### src/rtl/pwrup_rst_pkg.sv
package pwrup_rst_pkg;

  typedef enum logic [2:0] {
    OSC_LP   = 3'd0,
    OSC_XT   = 3'd1,
    OSC_HS   = 3'd2,
    OSC_RC   = 3'd3,
    OSC_EXT  = 3'd4,
    OSC_INT  = 3'd5
  } osc_mode_e;

  typedef enum logic [1:0] {
    SEQ_HOLD  = 2'd0,
    SEQ_DELAY = 2'd1,
    SEQ_SETTLE = 2'd2,
    SEQ_RUN   = 2'd3
  } seq_state_e;

  localparam int STAT_W   = 2;
  localparam int STAT_POR = 1;
  localparam int STAT_BOR = 0;

  function automatic logic is_crystal(input logic [2:0] mode);
    return (mode == OSC_LP) || (mode == OSC_XT) || (mode == OSC_HS);
  endfunction

endpackage

### src/rtl/pwrup_rst_sync.sv
module pwrup_rst_sync #(
  parameter int STAGES  = 2,
  parameter bit RST_VAL = 1'b0
) (
  input  logic clk_i,
  input  logic rst_ni,
  input  logic d_i,
  output logic q_o
);
  logic [STAGES-1:0] sh_q;

  generate
    for (genvar s = 0; s < STAGES; s++) begin : g_stage
      always_ff @(posedge clk_i or negedge rst_ni) begin
        if (!rst_ni) sh_q[s] <= RST_VAL;
        else if (s == 0) sh_q[s] <= d_i;
        else sh_q[s] <= sh_q[(s == 0) ? 0 : s-1];
      end
    end
  endgenerate

  assign q_o = sh_q[STAGES-1];
endmodule

### src/rtl/pwrup_rst_delay.sv
module pwrup_rst_delay #(
  parameter int CYCLES = 256
) (
  input  logic clk_i,
  input  logic rst_ni,
  input  logic run_i,
  output logic done_o
);
  localparam int CW = $clog2(CYCLES + 1);
  localparam logic [CW-1:0] LAST = CW'(CYCLES - 1);

  logic [CW-1:0] cnt_q;

  always_ff @(posedge clk_i or negedge rst_ni) begin
    if (!rst_ni)     cnt_q <= '0;
    else if (!run_i) cnt_q <= '0;
    else if (cnt_q != LAST) cnt_q <= cnt_q + 1'b1;
  end

  assign done_o = run_i && (cnt_q == LAST);
endmodule

### src/rtl/pwrup_rst_osc_cnt.sv
module pwrup_rst_osc_cnt #(
  parameter int CYCLES      = 1024,
  parameter int SYNC_STAGES = 2
) (
  input  logic clk_i,
  input  logic rst_ni,
  input  logic osc_clk_i,
  input  logic run_i,
  output logic done_o
);
  localparam int CW = $clog2(CYCLES + 1);
  localparam logic [CW-1:0] LAST = CW'(CYCLES - 1);

  logic osc_s, osc_prev_q, rise;
  logic [CW-1:0] cnt_q;

  pwrup_rst_sync #(.STAGES(SYNC_STAGES), .RST_VAL(1'b0)) u_osc_sync (
    .clk_i (clk_i),
    .rst_ni(rst_ni),
    .d_i   (osc_clk_i),
    .q_o   (osc_s)
  );

  always_ff @(posedge clk_i or negedge rst_ni) begin
    if (!rst_ni) osc_prev_q <= 1'b0;
    else         osc_prev_q <= osc_s;
  end

  assign rise = osc_s & ~osc_prev_q;

  always_ff @(posedge clk_i or negedge rst_ni) begin
    if (!rst_ni)                       cnt_q <= '0;
    else if (!run_i)                   cnt_q <= '0;
    else if (rise && (cnt_q != LAST))  cnt_q <= cnt_q + 1'b1;
  end

  assign done_o = run_i && rise && (cnt_q == LAST);
endmodule

### src/rtl/pwrup_rst_stat.sv
module pwrup_rst_stat
  import pwrup_rst_pkg::*;
(
  input  logic              clk_i,
  input  logic              rst_ni,
  input  logic              por_i,
  input  logic              bor_i,
  input  logic              we_i,
  input  logic [STAT_W-1:0] wdata_i,
  output logic [STAT_W-1:0] stat_o
);
  logic [STAT_W-1:0] clr, stat_q, stat_d;

  always_comb begin
    clr           = '0;
    clr[STAT_POR] = por_i;
    clr[STAT_BOR] = bor_i;
    // hardware clear beats a software set in the same cycle
    stat_d = (stat_q | ({STAT_W{we_i}} & wdata_i)) & ~clr;
  end

  always_ff @(posedge clk_i or negedge rst_ni) begin
    if (!rst_ni) stat_q <= '0;
    else         stat_q <= stat_d;
  end

  assign stat_o = stat_q;
endmodule

### src/rtl/pwrup_rst_seq.sv
module pwrup_rst_seq
  import pwrup_rst_pkg::*;
#(
  parameter int DELAY_CYCLES = 256,
  parameter int OSC_CYCLES   = 1024,
  parameter int SYNC_STAGES  = 2
) (
  input  logic              clk_i,
  input  logic              rst_ni,
  input  logic              osc_clk_i,
  input  logic              por_i,
  input  logic              bor_i,
  input  logic              mclr_ni,
  input  logic              wdt_rst_i,
  input  logic [2:0]        osc_mode_i,
  input  logic              pwrt_off_i,
  input  logic              stat_we_i,
  input  logic [STAT_W-1:0] stat_wdata_i,
  output logic              core_rst_o,
  output logic [STAT_W-1:0] stat_o
);
  seq_state_e state_q, state_d;
  logic event_hit, xtal, mclr_s;
  logic dly_done, osc_done;
  logic core_rst_q;

  assign event_hit = por_i | bor_i;
  assign xtal      = is_crystal(osc_mode_i);

  pwrup_rst_sync #(.STAGES(SYNC_STAGES), .RST_VAL(1'b0)) u_mclr_sync (
    .clk_i (clk_i),
    .rst_ni(rst_ni),
    .d_i   (mclr_ni),
    .q_o   (mclr_s)
  );

  pwrup_rst_delay #(.CYCLES(DELAY_CYCLES)) u_delay (
    .clk_i (clk_i),
    .rst_ni(rst_ni),
    .run_i (state_q == SEQ_DELAY),
    .done_o(dly_done)
  );

  pwrup_rst_osc_cnt #(.CYCLES(OSC_CYCLES), .SYNC_STAGES(SYNC_STAGES)) u_osc (
    .clk_i    (clk_i),
    .rst_ni   (rst_ni),
    .osc_clk_i(osc_clk_i),
    .run_i    (state_q == SEQ_SETTLE),
    .done_o   (osc_done)
  );

  always_comb begin
    state_d = state_q;
    if (event_hit) begin
      state_d = SEQ_HOLD;
    end else begin
      unique case (state_q)
        SEQ_HOLD:   state_d = !pwrt_off_i ? SEQ_DELAY : (xtal ? SEQ_SETTLE : SEQ_RUN);
        SEQ_DELAY:  if (dly_done) state_d = xtal ? SEQ_SETTLE : SEQ_RUN;
        SEQ_SETTLE: if (osc_done) state_d = SEQ_RUN;
        SEQ_RUN:    state_d = SEQ_RUN;
        default:    state_d = SEQ_HOLD;
      endcase
    end
  end

  always_ff @(posedge clk_i or negedge rst_ni) begin
    if (!rst_ni) begin
      state_q    <= SEQ_HOLD;
      core_rst_q <= 1'b1;
    end else begin
      state_q    <= state_d;
      core_rst_q <= (state_d != SEQ_RUN) | ~mclr_s | wdt_rst_i;
    end
  end

  assign core_rst_o = core_rst_q;

  pwrup_rst_stat u_stat (
    .clk_i  (clk_i),
    .rst_ni (rst_ni),
    .por_i  (por_i),
    .bor_i  (bor_i),
    .we_i   (stat_we_i),
    .wdata_i(stat_wdata_i),
    .stat_o (stat_o)
  );
endmodule

### config.mk
export PLATFORM = sky130hd
export DESIGN_NAME = pwrup_rst_seq
export DESIGN_NICKNAME = d
export VERILOG_FILES = /design/src/rtl/pwrup_rst_pkg.sv /design/src/rtl/pwrup_rst_sync.sv /design/src/rtl/pwrup_rst_delay.sv /design/src/rtl/pwrup_rst_osc_cnt.sv /design/src/rtl/pwrup_rst_stat.sv /design/src/rtl/pwrup_rst_seq.sv
export SDC_FILE = /design/constraint.sdc
export NUM_CORES = 1
export LEC_CHECK = 0
export ABC_AREA = 1
export CAP_MARGIN = 20
export CORE_AREA = 5 5 78 80
export DETAILED_ROUTE_END_ITERATION = 7
export DIE_AREA = 0 0 83 85
export PLACE_DENSITY = 0.53
export SYNTH_ARGS = -nofsm -noshare
export SYNTH_HDL_FRONTEND = slang
export SYNTH_SLANG_ARGS = --single-unit
export TNS_END_PERCENT = 20
### constraint.sdc
create_clock -name clk_i -period 2.45 [get_ports clk_i]
set_clock_uncertainty 0.1 [all_clocks]
set_input_delay 0.49 -clock clk_i [delete_from_list [all_inputs] [get_ports clk_i]]
set_output_delay 0.49 -clock clk_i [all_outputs]
set_load 0.05 [all_outputs]
==> results of run 1 <==
metal layers:
metal	GRT usage, %	part of all wire [%]	vias up
met3	3.40	3.8	4
met2	14.9	48	16
li1	-	-	648
met5	0	0	-
met1	10.9	47	565
met4	4.01	1.4	0
worst max-delay path by stage:
stage                        to  slack (ns)  cells past startpoint
2_1_floorplan  u_delay.cnt_q[5]        0.77                      9
3_3_place_gp         core_rst_o        0.57                      1
3_5_place_dp         core_rst_o        0.57                      1
4_1_cts              core_rst_o        0.26                      1
5_1_grt              core_rst_o        0.22                      1
6_report             core_rst_o        0.28                      1
through the flow:
step	worst slack, ns	cells	hold WS, ns	utilization, %
2_1_floorplan	0.771	190	0.0944	-
5_1_grt	0.221	286	0.270	34.8
4_1_cts	0.256	286	0.255	34.8
6_report	0.281	286	0.253	34.8
3_3_place_gp	0.568	278	0.237	33.1
3_5_place_dp	0.573	278	0.240	33.1
sequential cells by signal (all words and copies together), names as in the netlist:
signal and cells:
core_rst_o 1, state_q 2, u_delay.cnt_q 9, u_mclr_sync.q_o 1
u_mclr_sync.sh_q 1, u_osc.cnt_q 11, u_osc.osc_prev_q 1, u_osc.u_osc_sync.q_o 1
u_osc.u_osc_sync.sh_q 1, u_stat.stat_o 2
cells by family after synthesis:
kind of cell | count (synthesis) | share of synthesized area [%]
simple gates | 106 | 31.4
buf+inv | 31 | 8.10
flops | 30 | 49.7
compound gates | 16 | 6.03
xor+xnor | 4 | 2.31
fa+ha+maj | 3 | 2.48
cell type report:
class,instances,area [um2],share of cell area [%]
sequential,30,752,40.5
multi-input combinational,129,639,34.4
timing repair buffer,17,168,9.03
inverter,30,118,6.33
clock buffer,8,90.1,4.85
tap,72,90.1,4.85
cell usage in the layout, fill, tap and decap left out, types with 2 or more instances in the layout:
cell type	count
nor2_1	15
inv_1	29
dfrtp_1	29
xor2_1	4
clkbuf_8	6
nand2_1	53
nor3_1	5
nor2_2	4
clkdlybuf4s50_1	16
o21ai_0	3
nand4_1	7
a21oi_1	8
clkbuf_1	2
nand3_1	16
ha_1	3
where the power goes:
group | switching (mW) | internal (mW) | leakage (nW) | total (mW)
clock | 0.183 | 0.229 | 0.0455 | 0.411
sequential | 0.00508 | 0.506 | 0.400 | 0.511
combinational | 0.0441 | 0.0327 | 0.454 | 0.0768
synth_stat cells:
library cell / instances
nand2_1: 53
dfrtp_1: 29
inv_1: 29
nand3_1: 16
nor2_1: 15
a21oi_1: 8
nand4_1: 7
nor3_1: 5
nor2_2: 4
xor2_1: 4
ha_1: 3
o21ai_0: 3
a211oi_1: 1
a21boi_0: 1
and2_1: 1
buf_2: 1
clkinv_4: 1
dfstp_2: 1
nand2_2: 1
nand2_4: 1
nand3_2: 1
nor4_1: 1
o2111ai_1: 1
o21ai_1: 1
o21bai_1: 1
or2_2: 1
==> report_table.html, run 1 <==
<table>
<tr><th>Metric</th><th>Value</th></tr>
<tr><th colspan="2">Critical path</th></tr>
<tr><td>Kind of launch point of the worst setup path</td><td>register</td></tr>
<tr><td>Critical register-to-register path startpoint</td><td>u_delay.cnt_q[0]</td></tr>
<tr><td>Destination of the worst register-to-register timing path</td><td>u_delay.cnt_q[5]</td></tr>
<tr><td>CP cell instances</td><td>clkdlybuf4s50_1</td></tr>
<tr><td>Register-to-Register Setup Slack</td><td>0.61 ns</td></tr>
<tr><td>Setup crit start</td><td>core_rst_o</td></tr>
<tr><td>Endpoint class of the critical path</td><td>output port</td></tr>
<tr><td>CP Max Fanout</td><td>1</td></tr>
<tr><td>Crit path buf inv count</td><td>1</td></tr>
<tr><td>Arrival time worst endpoint</td><td>1.58 ns</td></tr>
<tr><td>Category of cells accounting for the largest share of critical-path delay</td><td>buffers and inverters</td></tr>
<tr><td>Delay of the slowest critical-path stage</td><td>0.79 ns</td></tr>
<tr><td>R2r worst-path depth</td><td>9</td></tr>
<tr><td>Slowest cell on the critical path</td><td>clkdlybuf4s50_1</td></tr>
<tr><td>Crit path kind</td><td>register to output port</td></tr>
<tr><td>CP required</td><td>roughly 1.9 ns</td></tr>
<tr><th colspan="2">Flow run</th></tr>
<tr><td>Max-capacitance violation count</td><td>0</td></tr>
<tr><th colspan="2">Clocking</th></tr>
<tr><td># clock sinks</td><td>30</td></tr>
<tr><td>Count of hold buffers inserted by post-cts repair</td><td>0</td></tr>
<tr><td>Worst-case clock buffer depth</td><td>2</td></tr>
<tr><td>TritonCTS Buffers</td><td>5</td></tr>
<tr><td>Root buf cell</td><td>clkbuf_8</td></tr>
<tr><td>Clock-pin slew of the registers on the worst-case setup and hold paths</td><td>0.06 ns</td></tr>
<tr><td># Post-CTS Setup Buffers</td><td>0</td></tr>
<tr><td>Post-CTS sizing</td><td>0</td></tr>
<tr><td>Worst-skew pair later-pin latency</td><td>0.28 ns</td></tr>
<tr><td>H-tree levels</td><td>2</td></tr>
<tr><td>CTS tree</td><td>done</td></tr>
<tr><th colspan="2">Timing</th></tr>
<tr><td>Final Cycle Share</td><td>88.5%</td></tr>
<tr><td>Max Freq</td><td>0.461 GHz</td></tr>
<tr><td>Worst rel slew slack</td><td>66.5%</td></tr>
<tr><td>Number of max-slew violations in the final report</td><td>0</td></tr>
<tr><td>RSZ-0062 raised after global routing</td><td>false</td></tr>
<tr><td>Clock period minus final worst setup slack</td><td>~2.2 ns</td></tr>
<tr><td>Actual transition at the worst max-transition pin</td><td>around 0.50 ns</td></tr>
<tr><td>Sum Neg Setup Slack</td><td>0 ns</td></tr>
<tr><td>Final number of hold-violating endpoints</td><td>0</td></tr>
<tr><td>Setup-failing EPs final</td><td>0</td></tr>
<tr><th colspan="2">Logic synthesis</th></tr>
<tr><td>Post-synthesis cell type with the largest combined area</td><td>dfrtp_1</td></tr>
<tr><td>Total of warnings raised by yosys</td><td>0</td></tr>
<tr><td>Mapped cell area</td><td>1510 um2</td></tr>
<tr><td>Top cells by area, synth</td><td>dfrtp_1 48%, nand2_1 13%, inv_1 7.2%</td></tr>
<tr><td>Sequential-to-total area share from yosys stat</td><td>49.7%</td></tr>
<tr><td>Share of the synthesized area in the top cell type</td><td>47.9%</td></tr>
<tr><td>Post-Synthesis Mean Instance Area</td><td>approximately 8 um2</td></tr>
<tr><td>Number of distinct standard cells referenced by the synthesized netlist</td><td>26</td></tr>
<tr><td>Post-Synthesis Cells</td><td>190</td></tr>
<tr><td>Post-synthesis net count</td><td>around 210</td></tr>
<tr><td>#FFs+latches synth</td><td>30</td></tr>
<tr><th colspan="2">Die</th></tr>
<tr><td>I/O pins</td><td>17</td></tr>
<tr><td>Starting density of the core</td><td>28.4%</td></tr>
<tr><td>Placeable core area</td><td>~5300 um2</td></tr>
<tr><td>Die Footprint</td><td>7060 um2</td></tr>
<tr><td>Floorplan die width</td><td>between 80 and 90 um</td></tr>
<tr><td>Floorplan row count</td><td>27</td></tr>
<tr><td>Die Y</td><td>85 um</td></tr>
<tr><th colspan="2">Power</th></tr>
<tr><td>Static Leak</td><td>0.900 nW</td></tr>
<tr><td>Total chip power</td><td>around 1000 uW</td></tr>
<tr><td>Largest voltage drop on the vdd net</td><td>0.000266 V</td></tr>
<tr><td>Cell Pwr Density</td><td>538 nW/um2</td></tr>
<tr><th colspan="2">Detailed routing</th></tr>
<tr><td>Per-cell via count in the routed design</td><td>4.31</td></tr>
<tr><td>Post-DR wirelength/cell</td><td>10.3 um</td></tr>
<tr><td>Post-DRT Antenna Nets</td><td>0</td></tr>
<tr><td>Vias after detailed routing</td><td>1,233</td></tr>
<tr><td>DRT iter0 DRCs</td><td>49</td></tr>
<tr><td>Final routed DRC violation total</td><td>0</td></tr>
<tr><td>Wirelength, routed</td><td>2930 um</td></tr>
<tr><td>Pre-antenna DRT Iters</td><td>4</td></tr>
<tr><th colspan="2">Global route</th></tr>
<tr><td>Pin count of the biggest net entering global routing</td><td>31</td></tr>
<tr><td>First-pass GRT wire length</td><td>5310 um</td></tr>
<tr><td>Overall overflow remaining after global route</td><td>0</td></tr>
<tr><td>Number of antenna violations at the first check in global routing</td><td>0</td></tr>
<tr><td>Number of global-route vias before repair</td><td>1,245</td></tr>
<tr><td>Aggregate global-route resource usage</td><td>a little under a tenth</td></tr>
<tr><th colspan="2">Status</th></tr>
<tr><td>Status</td><td>finished, final reports clean</td></tr>
<tr><th colspan="2">Finish</th></tr>
<tr><td>Number of nets in the layout</td><td>230</td></tr>
<tr><td>Cell area after layout</td><td>1860 um2</td></tr>
<tr><td>Number of filler instances in the final layout</td><td>581</td></tr>
<tr><td>Layout-stage area growth over the synthesis result</td><td>22.6%</td></tr>
<tr><td>Fraction of layout instances using a drive strength above 1</td><td>7.94%</td></tr>
<tr><td>Number of antenna cells inserted</td><td>0</td></tr>
<tr><th colspan="2">Placement</th></tr>
<tr><td>PortBufs</td><td>16</td></tr>
<tr><td>Weighted congestion at the end of routability-driven global placement</td><td>0.807</td></tr>
<tr><td>Area of placed instances</td><td>roughly 1800 um2</td></tr>
<tr><td>DP HPWL</td><td>2140 um</td></tr>
<tr><th colspan="2">Hold path</th></tr>
<tr><td>Sink of the worst hold path</td><td>u_osc.u_osc_sync.q_o</td></tr>
<tr><td>Hold_sp</td><td>u_osc.u_osc_sync.sh_q[0]</td></tr>
<tr><td>WHS Path Cells</td><td>0</td></tr>
<tr><td>HP Class</td><td>register to register</td></tr>
</table>
Power figures use the tool's default switching activity.
==> run 2, diff against run 1 <==
--- a/config.mk
+++ b/config.mk
@@ -6,11 +6,12 @@
 export NUM_CORES = 1
 export LEC_CHECK = 0
 export ABC_AREA = 1
+export ABC_CLOCK_PERIOD_IN_PS = 2000
 export CAP_MARGIN = 20
-export CORE_AREA = 5 5 78 80
+export CORE_AREA = 5 5 62 64
 export DETAILED_ROUTE_END_ITERATION = 7
-export DIE_AREA = 0 0 83 85
-export PLACE_DENSITY = 0.53
+export DIE_AREA = 0 0 67 69
+export PLACE_DENSITY = 0.76
 export SYNTH_ARGS = -nofsm -noshare
 export SYNTH_HDL_FRONTEND = slang
 export SYNTH_SLANG_ARGS = --single-unit
==> constraint.sdc (replaced) <==
create_clock -name clk_i -period 2 [get_ports clk_i]
set_clock_uncertainty 0.1 [all_clocks]
set_input_delay 0.4 -clock clk_i [delete_from_list [all_inputs] [get_ports clk_i]]
set_output_delay 0.4 -clock clk_i [all_outputs]
set_load 0.05 [all_outputs]
==> run 2 against run 1 <==
Compared with the run above: count of clock-buffer cells in the layout shrank 1; register-to-register slack got worse by 0.46 ns; sequential power grew 22%.
==> report_table.html, run 2 (same netlist as run 1, synthesis figures left out) <==
<table>
<tr><th>Metric</th><th>Value</th></tr>
<tr><th colspan="2">Global route</th></tr>
<tr><td>Number of antenna violations at the first check in global routing</td><td>0 (unchanged)</td></tr>
<tr><td>Overall overflow remaining after global route</td><td>0 (unchanged)</td></tr>
<tr><td>Pin count of the biggest net entering global routing</td><td>31 (unchanged)</td></tr>
<tr><td>Aggregate global-route resource usage</td><td>13.8% (+4.6 points)</td></tr>
<tr><td>First-pass GRT wire length</td><td>5010 um (-5.6%)</td></tr>
<tr><td>Number of global-route vias before repair</td><td>1,202 (-3.5%)</td></tr>
<tr><th colspan="2">Die</th></tr>
<tr><td>Die Y</td><td>69 um (-19%)</td></tr>
<tr><td>I/O pins</td><td>17 (unchanged)</td></tr>
<tr><td>Floorplan die width</td><td>67 um (-19%)</td></tr>
<tr><td>Starting density of the core</td><td>46.8% (+18 points)</td></tr>
<tr><td>Die Footprint</td><td>4620 um2 (-34%)</td></tr>
<tr><td>Placeable core area</td><td>3230 um2 (-39%)</td></tr>
<tr><td>Floorplan row count</td><td>21 (-22%)</td></tr>
<tr><th colspan="2">Finish</th></tr>
<tr><td>Most flop-heavy register</td><td>u_osc.cnt_q</td></tr>
<tr><td>Number of antenna cells inserted</td><td>0 (unchanged)</td></tr>
<tr><td>Final non-filler cell total</td><td>260 (-9.1%)</td></tr>
<tr><td>Largest registers</td><td>u_osc.cnt_q: 11 flops, u_delay.cnt_q: 9 flops</td></tr>
<tr><td>Number of filler instances in the final layout</td><td>295 (-49%)</td></tr>
<tr><td>Core Util, Final</td><td>55.4% (+21 points)</td></tr>
<tr><td>Cell area after layout</td><td>1790 um2 (-3.5%)</td></tr>
<tr><td>Number of nets in the layout</td><td>230 (unchanged)</td></tr>
<tr><td>Leading cell types in the layout, fill and taps excluded</td><td>53 x nand2_1, 29 x inv_1, 29 x dfrtp_1, 16 x nand3_1, 15 x nor2_1</td></tr>
<tr><td>Fraction of layout instances using a drive strength above 1</td><td>9.35% (+1.4 points)</td></tr>
<tr><td>Max reg flops</td><td>11 (unchanged)</td></tr>
<tr><td>Layout-stage area growth over the synthesis result</td><td>18.3%</td></tr>
<tr><td>Most frequent standard cell in the layout excluding fill and tap cells</td><td>nand2_1</td></tr>
<tr><th colspan="2">Critical path</th></tr>
<tr><td>Delay of the slowest critical-path stage</td><td>0.40 ns (-0.39 ns)</td></tr>
<tr><td>Kind of launch point of the worst setup path</td><td>register</td></tr>
<tr><td>CP cell instances</td><td>ha_1 -&gt; nand3_1 -&gt; nor4_1 -&gt; ha_1 -&gt; nand2_1 -&gt; nand2_1 -&gt; a21boi_0 -&gt; and2_1 -&gt; nand2_1</td></tr>
<tr><td>Crit path buf inv count</td><td>0 (-1)</td></tr>
<tr><td>Endpoint class of the critical path</td><td>register</td></tr>
<tr><td>CP Max Fanout</td><td>5 (+4)</td></tr>
<tr><td>Crit path kind</td><td>register to register</td></tr>
<tr><td>Slowest cell on the critical path</td><td>dfrtp_1</td></tr>
<tr><td>Arrival time worst endpoint</td><td>2.00 ns (+0.42 ns)</td></tr>
<tr><td>Cell mode on critical path</td><td>nand2_1</td></tr>
<tr><td>CP required</td><td>2.16 ns (+0.30 ns)</td></tr>
<tr><td>Category of cells accounting for the largest share of critical-path delay</td><td>simple AND/OR/NAND/NOR gates</td></tr>
<tr><th colspan="2">Clocking</th></tr>
<tr><td>CTS tree</td><td>done</td></tr>
<tr><td>Worst-skew pair later-pin latency</td><td>0.33 ns (+0.05 ns)</td></tr>
<tr><td>Worst-case clock buffer depth</td><td>2 (unchanged)</td></tr>
<tr><td>Count of hold buffers inserted by post-cts repair</td><td>0 (unchanged)</td></tr>
<tr><td># clock sinks</td><td>30 (unchanged)</td></tr>
<tr><td>TritonCTS Buffers</td><td>5 (unchanged)</td></tr>
<tr><td>Clock-pin slew of the registers on the worst-case setup and hold paths</td><td>0.11 ns (+0.05 ns)</td></tr>
<tr><td>Root buf cell</td><td>clkbuf_4</td></tr>
<tr><td>H-tree levels</td><td>2 (unchanged)</td></tr>
<tr><th colspan="2">Timing</th></tr>
<tr><td>Actual transition at the worst max-transition pin</td><td>0.501 ns (+0.000382 ns)</td></tr>
<tr><td>Worst rel slew slack</td><td>66.5% (about the same)</td></tr>
<tr><td>Max Freq</td><td>0.542 GHz</td></tr>
<tr><td>Final Cycle Share</td><td>92.3%</td></tr>
<tr><td>Setup-failing EPs final</td><td>0 (unchanged)</td></tr>
<tr><td>RSZ-0062 raised after global routing</td><td>false</td></tr>
<tr><td>Number of max-slew violations in the final report</td><td>0 (unchanged)</td></tr>
<tr><td>Final number of hold-violating endpoints</td><td>0 (unchanged)</td></tr>
<tr><td>Sum Neg Setup Slack</td><td>0 ns (unchanged)</td></tr>
<tr><td>Clock period minus final worst setup slack</td><td>1.85 ns</td></tr>
<tr><th colspan="2">Power</th></tr>
<tr><td>Register share of total power</td><td>57.3% (+6.2 points)</td></tr>
<tr><td>Psw</td><td>261 uW (+13%)</td></tr>
<tr><td>Combinational Power Share</td><td>8.5% (+0.8 points)</td></tr>
<tr><td>Static Leak</td><td>0.906 nW (+0.67%)</td></tr>
<tr><td>Switching share of power</td><td>24.0% (+0.77 points)</td></tr>
<tr><td>Total chip power</td><td>1.09 mW (+9.1%)</td></tr>
<tr><td>Largest voltage drop on the vdd net</td><td>0.000339 V (+27%)</td></tr>
<tr><td>Cell Pwr Density</td><td>608 nW/um2 (+13%)</td></tr>
<tr><td>Internal power of the cells</td><td>828 uW (+8.0%)</td></tr>
<tr><td>Clk network pwr share</td><td>34.2% (-7.0 points)</td></tr>
<tr><th colspan="2">Detailed routing</th></tr>
<tr><td>Final routed DRC violation total</td><td>0 (unchanged)</td></tr>
<tr><td>Vias after detailed routing</td><td>1,253 (+1.6%)</td></tr>
<tr><td>DRT iter0 DRCs</td><td>51 (+4.1%)</td></tr>
<tr><td>Post-DRT Antenna Nets</td><td>0 (unchanged)</td></tr>
<tr><td>Per-cell via count in the routed design</td><td>4.82 (+12%)</td></tr>
<tr><td>Wirelength, routed</td><td>2710 um (-7.7%)</td></tr>
<tr><td>Post-DR wirelength/cell</td><td>10.4 um (+1.5%)</td></tr>
<tr><td>Pre-antenna DRT Iters</td><td>4 (unchanged)</td></tr>
<tr><th colspan="2">Hold path</th></tr>
<tr><td>HP Class</td><td>register to register</td></tr>
<tr><th colspan="2">Placement</th></tr>
<tr><td>DP HPWL</td><td>2000 um (-6.6%)</td></tr>
<tr><td>Weighted congestion at the end of routability-driven global placement</td><td>0.853 (+5.6%)</td></tr>
<tr><td>Area of placed instances</td><td>1730 um2 (-2.1%)</td></tr>
<tr><td>PortBufs</td><td>16 (unchanged)</td></tr>
<tr><td>Number of placed cells counting well taps</td><td>252 (-9.4%)</td></tr>
<tr><th colspan="2">Flow run</th></tr>
<tr><td>Max-capacitance violation count</td><td>0 (unchanged)</td></tr>
<tr><th colspan="2">Status</th></tr>
<tr><td>Status</td><td>finished, final reports clean</td></tr>
</table>
run 2: cell count changes in the layout (fill, tap and decap cells not counted), moves of 2 or more:
cell             change
clkbuf_4             +5
buf_4                +2
clkdlybuf4s50_1      -3
clkbuf_8             -5
run 2: worst paths after layout:
| kind | to | cells after the start | slack (ns) | from |
|---|---|---|---|---|
| worst max-delay path | core_rst_o | 9 | 0.15 | u_delay.cnt_q[0] |
| worst min-delay path | u_mclr_sync.q_o | 0 | 0.26 | u_mclr_sync.sh_q[0] |
| worst max register to register | core_rst_o | 9 | 0.15 | u_delay.cnt_q[0] |
| worst min register to register | u_mclr_sync.q_o | 0 | 0.26 | u_mclr_sync.sh_q[0] |
| max in group asynchronous | core_rst_o | 2 | 1.13 | rst_ni |
| min in group asynchronous | u_delay.cnt_q[1] | 2 | 0.35 | rst_ni |
run 2: cell type report:
class / instances / area, um2 / share of cell area [%]
clock inverter: 1 / 5.00 / 0.279
timing repair buffer: 17 / 165 / 9.22
tap: 46 / 57.6 / 3.21
multi-input combinational: 129 / 639 / 35.7
sequential: 30 / 752 / 42.0
inverter: 30 / 118 / 6.56
clock buffer: 7 / 55.1 / 3.07
run 2: power by group through the flow:
stage               clock network [mW]  logic, mW  registers (mW)
floorplan                            0     0.0328           0.646
global placement                     0     0.0941           0.636
detailed placement                   0     0.0948           0.637
CTS                              0.389     0.0948           0.625
global route                     0.413      0.105           0.627
finish                           0.372     0.0927           0.625
run 2: repair_timing:
action,4_1_cts,5_1_grt
setup buffers,0,0
setup endpoints to repair,0,1
hold endpoints to repair,0,0
gates resized for setup,0,1
run 2: through the flow:
step | hold WS, ns | setup slack (ns)
after CTS | 0.264 | 0.0156
after global routing | 0.277 | 0.00854
final | 0.259 | 0.155
after detailed placement | 0.238 | 0.189
after global placement | 0.241 | 0.226
after floorplan | 0.00441 | 0.321
run 2: routing by layer:
| metal | GRT usage, % | wire length (um) | vias up | share of wire (%) |
|---|---|---|---|---|
| met5 | 0 | 0 | - | 0 |
| met3 | 3.90 | 77 | 4 | 2.8 |
| met4 | 5.63 | 40 | 0 | 1.5 |
| li1 | - | - | 651 | - |
| met1 | 18.2 | 1330 | 585 | 49 |
| met2 | 20.9 | 1260 | 13 | 47 |
==> run 3, diff against run 2 <==
--- a/config.mk
+++ b/config.mk
@@ -6,7 +6,7 @@
 export NUM_CORES = 1
 export LEC_CHECK = 0
 export ABC_AREA = 1
-export ABC_CLOCK_PERIOD_IN_PS = 2000
+export ABC_CLOCK_PERIOD_IN_PS = 1700
 export CAP_MARGIN = 20
 export CORE_AREA = 5 5 62 64
 export DETAILED_ROUTE_END_ITERATION = 7
==> constraint.sdc (replaced) <==
create_clock -name clk_i -period 1.7 [get_ports clk_i]
set_clock_uncertainty 0.1 [all_clocks]
set_input_delay 0.34 -clock clk_i [delete_from_list [all_inputs] [get_ports clk_i]]
set_output_delay 0.34 -clock clk_i [all_outputs]
set_load 0.05 [all_outputs]
==> run 3 against run 2 <==
Compared with the run above: the run now ends with setup timing left; count of clock-buffer cells in the layout is 1 lower; clock power is 24% higher; utilization is 4.8 points higher; worst hold slack worse by 0.017 ns; wire length is 12% higher; die area stayed put; cell area is 8.6% higher; register-to-register slack worse by 0.21 ns; power is 21% higher; via count is 2.8% higher; first-iteration DRC count is 12% higher; critical path depth is 1 higher; highest routed layer unchanged.
==> report_table.html, run 3 (same netlist as run 1, synthesis figures left out) <==
<table>
<tr><th>Metric</th><th>Value</th></tr>
<tr><th colspan="2">Detailed routing</th></tr>
<tr><td>Final routed DRC violation total</td><td>0 (unchanged)</td></tr>
<tr><td>Wirelength, routed</td><td>3020 um (+12%)</td></tr>
<tr><td>DRT iter0 DRCs</td><td>57 (+12%)</td></tr>
<tr><td>Vias after detailed routing</td><td>1,288 (+2.8%)</td></tr>
<tr><td>Per-cell via count in the routed design</td><td>4.75 (-1.4%)</td></tr>
<tr><td>Post-DRT Antenna Nets</td><td>0 (unchanged)</td></tr>
<tr><td>Post-DR wirelength/cell</td><td>11.1 um (+7.0%)</td></tr>
<tr><td>Pre-antenna DRT Iters</td><td>6 (+2)</td></tr>
<tr><th colspan="2">Power</th></tr>
<tr><td>Static Leak</td><td>0.962 nW (+6.2%)</td></tr>
<tr><td>Total chip power</td><td>1.32 mW (+21%)</td></tr>
<tr><td>Largest voltage drop on the vdd net</td><td>0.000567 V (+67%)</td></tr>
<tr><td>Cell Pwr Density</td><td>677 nW/um2 (+11%)</td></tr>
<tr><th colspan="2">Finish</th></tr>
<tr><td>Final non-filler cell total</td><td>271 (+4.2%)</td></tr>
<tr><td>Most flop-heavy register</td><td>u_osc.cnt_q</td></tr>
<tr><td>Max reg flops</td><td>11 (unchanged)</td></tr>
<tr><td>Fraction of layout instances using a drive strength above 1</td><td>19.1% (+9.8 points)</td></tr>
<tr><td>Number of antenna cells inserted</td><td>0 (unchanged)</td></tr>
<tr><td>Layout-stage area growth over the synthesis result</td><td>28.5%</td></tr>
<tr><td>Number of nets in the layout</td><td>241 (+4.8%)</td></tr>
<tr><td>Most frequent standard cell in the layout excluding fill and tap cells</td><td>nand2_1</td></tr>
<tr><td>Largest registers</td><td>u_osc.cnt_q: 11 flops, u_delay.cnt_q: 9 flops</td></tr>
<tr><td>Leading cell types in the layout, fill and taps excluded</td><td>51 x nand2_1, 29 x dfrtp_1, 28 x inv_1, 15 x nand3_1, 15 x nor2_1</td></tr>
<tr><th colspan="2">Global route</th></tr>
<tr><td>Number of antenna violations at the first check in global routing</td><td>0 (unchanged)</td></tr>
<tr><td>Number of global-route vias before repair</td><td>1,270 (+5.7%)</td></tr>
<tr><td>Overall overflow remaining after global route</td><td>0 (unchanged)</td></tr>
<tr><td>First-pass GRT wire length</td><td>5350 um (+6.7%)</td></tr>
<tr><td>Aggregate global-route resource usage</td><td>15.2% (+1.4 points)</td></tr>
<tr><td>Pin count of the biggest net entering global routing</td><td>31 (unchanged)</td></tr>
<tr><th colspan="2">Die</th></tr>
<tr><td>Floorplan die width</td><td>67 um (unchanged)</td></tr>
<tr><td>Die Y</td><td>69 um (unchanged)</td></tr>
<tr><td>Placeable core area</td><td>3230 um2 (unchanged)</td></tr>
<tr><td>Floorplan row count</td><td>21 (unchanged)</td></tr>
<tr><td>I/O pins</td><td>17 (unchanged)</td></tr>
<tr><td>Starting density of the core</td><td>46.8% (unchanged)</td></tr>
<tr><td>Die Footprint</td><td>4620 um2 (unchanged)</td></tr>
<tr><th colspan="2">Clocking</th></tr>
<tr><td>Clock-pin slew of the registers on the worst-case setup and hold paths</td><td>0.11 ns (about the same)</td></tr>
<tr><td>Root buf cell</td><td>clkbuf_4</td></tr>
<tr><td>Worst-case clock buffer depth</td><td>2 (unchanged)</td></tr>
<tr><td>CTS tree</td><td>done</td></tr>
<tr><td># clock sinks</td><td>30 (unchanged)</td></tr>
<tr><td>TritonCTS Buffers</td><td>5 (unchanged)</td></tr>
<tr><td>H-tree levels</td><td>2 (unchanged)</td></tr>
<tr><td>Worst-skew pair later-pin latency</td><td>0.35 ns (+0.02 ns)</td></tr>
<tr><th colspan="2">Critical path</th></tr>
<tr><td>Critical register-to-register path startpoint</td><td>u_delay.cnt_q[1]</td></tr>
<tr><td>Kind of launch point of the worst setup path</td><td>register</td></tr>
<tr><td>Crit path kind</td><td>register to register</td></tr>
<tr><td>Delay of the slowest critical-path stage</td><td>0.41 ns (about the same)</td></tr>
<tr><td>Endpoint class of the critical path</td><td>register</td></tr>
<tr><td>CP Max Fanout</td><td>5 (unchanged)</td></tr>
<tr><td>Slowest cell on the critical path</td><td>dfrtp_1</td></tr>
<tr><td>R2r worst-path depth</td><td>10 (+1)</td></tr>
<tr><td>Destination of the worst register-to-register timing path</td><td>u_delay.cnt_q[6]</td></tr>
<tr><td>End of the critical path</td><td>u_delay.cnt_q[6]</td></tr>
<tr><td>CP required</td><td>1.85 ns (-0.31 ns)</td></tr>
<tr><td>Arrival time worst endpoint</td><td>1.90 ns (-0.10 ns)</td></tr>
<tr><td>CP cell instances</td><td>ha_4 -&gt; nand3_2 -&gt; nor4_2 -&gt; ha_2 -&gt; buf_4 -&gt; inv_4 -&gt; nand2_2 -&gt; o21ai_0 -&gt; nand2_1 -&gt; nor2_1</td></tr>
<tr><td>Register-to-Register Setup Slack</td><td>-0.05 ns (-0.21 ns)</td></tr>
<tr><td>Crit path buf inv count</td><td>2 (+2)</td></tr>
<tr><td>Category of cells accounting for the largest share of critical-path delay</td><td>adder cells</td></tr>
<tr><td>Number of cells on the critical path</td><td>10 (+1)</td></tr>
<tr><td>Setup crit start</td><td>u_delay.cnt_q[1]</td></tr>
<tr><th colspan="2">Timing</th></tr>
<tr><td>Smallest setup slack after layout</td><td>-0.0507 ns (-0.205 ns)</td></tr>
<tr><td>Number of max-slew violations in the final report</td><td>0 (unchanged)</td></tr>
<tr><td>Actual transition at the worst max-transition pin</td><td>0.402 ns (-0.0989 ns)</td></tr>
<tr><td>Clock period minus final worst setup slack</td><td>1.75 ns (-0.0947 ns)</td></tr>
<tr><td>RSZ-0062 raised after global routing</td><td>true</td></tr>
<tr><td>Final Cycle Share</td><td>103% (+11 points)</td></tr>
<tr><td>Worst rel slew slack</td><td>73.1% (+6.6 points)</td></tr>
<tr><td>Final number of hold-violating endpoints</td><td>0 (unchanged)</td></tr>
<tr><td>Setup-failing EPs final</td><td>5 (+5)</td></tr>
<tr><td>Max Freq</td><td>0.571 GHz (+5.4%)</td></tr>
<tr><td>Sum Neg Setup Slack</td><td>-0.146 ns (-0.146 ns)</td></tr>
<tr><th colspan="2">Placement</th></tr>
<tr><td>Weighted congestion at the end of routability-driven global placement</td><td>0.854 (about the same)</td></tr>
<tr><td>Number of placed cells counting well taps</td><td>260 (+3.2%)</td></tr>
<tr><td>DP HPWL</td><td>2170 um (+8.3%)</td></tr>
<tr><td>PortBufs</td><td>16 (unchanged)</td></tr>
<tr><th colspan="2">Status</th></tr>
<tr><td>Status</td><td>complete, but fails checks</td></tr>
<tr><td>Violations in the final reports</td><td>setup timing</td></tr>
<tr><th colspan="2">Hold path</th></tr>
<tr><td>HP Class</td><td>input port to asynchronous set/reset pin</td></tr>
<tr><th colspan="2">Flow run</th></tr>
<tr><td>Max-capacitance violation count</td><td>0 (unchanged)</td></tr>
</table>
## run 3: cell types whose count changed in the layout (fill, tap and decap cells not counted), moves of 2 or more
cell and change:
buf_4 +10, buf_12 +2, ha_1 -2, nand2_1 -2
nand2_2 +2
## run 3: layout make-up
class	count	area [um2]
clock buffer	6	51.3
multi-input combinational	129	684
timing repair buffer	28	268
fill	276	1290
sequential	30	752
clock inverter	2	12.5
tap	46	57.6
inverter	30	120
## run 3: worst min-delay path by stage
stage | from | end | slack, ns | depth (start not counted)
floorplan | rst_ni | state_q[0] | -0.06 | 0
global placement | u_mclr_sync.sh_q[0] | u_mclr_sync.q_o | 0.24 | 0
detailed placement | u_mclr_sync.sh_q[0] | u_mclr_sync.q_o | 0.24 | 0
CTS | rst_ni | u_delay.cnt_q[0] | 0.25 | 2
global route | rst_ni | state_q[0] | 0.26 | 2
finish | rst_ni | state_q[1] | 0.24 | 2
## run 3: layer usage
metal | global-route usage (%) | share of wire [%] | vias to the layer above
met5 | 0 | 0 | -
met1 | 18.4 | 46 | 593
met2 | 23.3 | 48 | 16
met4 | 7.66 | 2.1 | 0
li1 | - | - | 671
met3 | 5.36 | 3.6 | 8
## run 3: power breakdown
| part | switching (mW) | total (mW) | internal (mW) |
|---|---|---|---|
| Clock | 0.262 | 0.460 | 0.198 |
| Combinational | 0.0672 | 0.122 | 0.0553 |
| Sequential | 0.00724 | 0.735 | 0.728 |
| Total | 0.336 | 1.32 | 0.981 |
## run 3: what timing repair did
item / CTS / global route
endpoints found under the setup margin: 9 / 10
hold buffers: 0 / 0
pin swaps: 1 / 2
gates resized for setup: 3 / 9
buffers inserted: 1 / 2
## run 3: stage by stage
stage	setup slack (ns)	area (um2)	hold slack (ns)	util, %
6_report	-0.0507	1950	0.242	60.2
5_1_grt	-0.143	1950	0.258	60.2
4_1_cts	-0.0221	1890	0.248	58.6
3_5_place_dp	-0.120	1810	0.240	56.1
3_3_place_gp	-0.0144	1810	0.238	56.1
2_1_floorplan	0.0208	1510	-0.0556	-
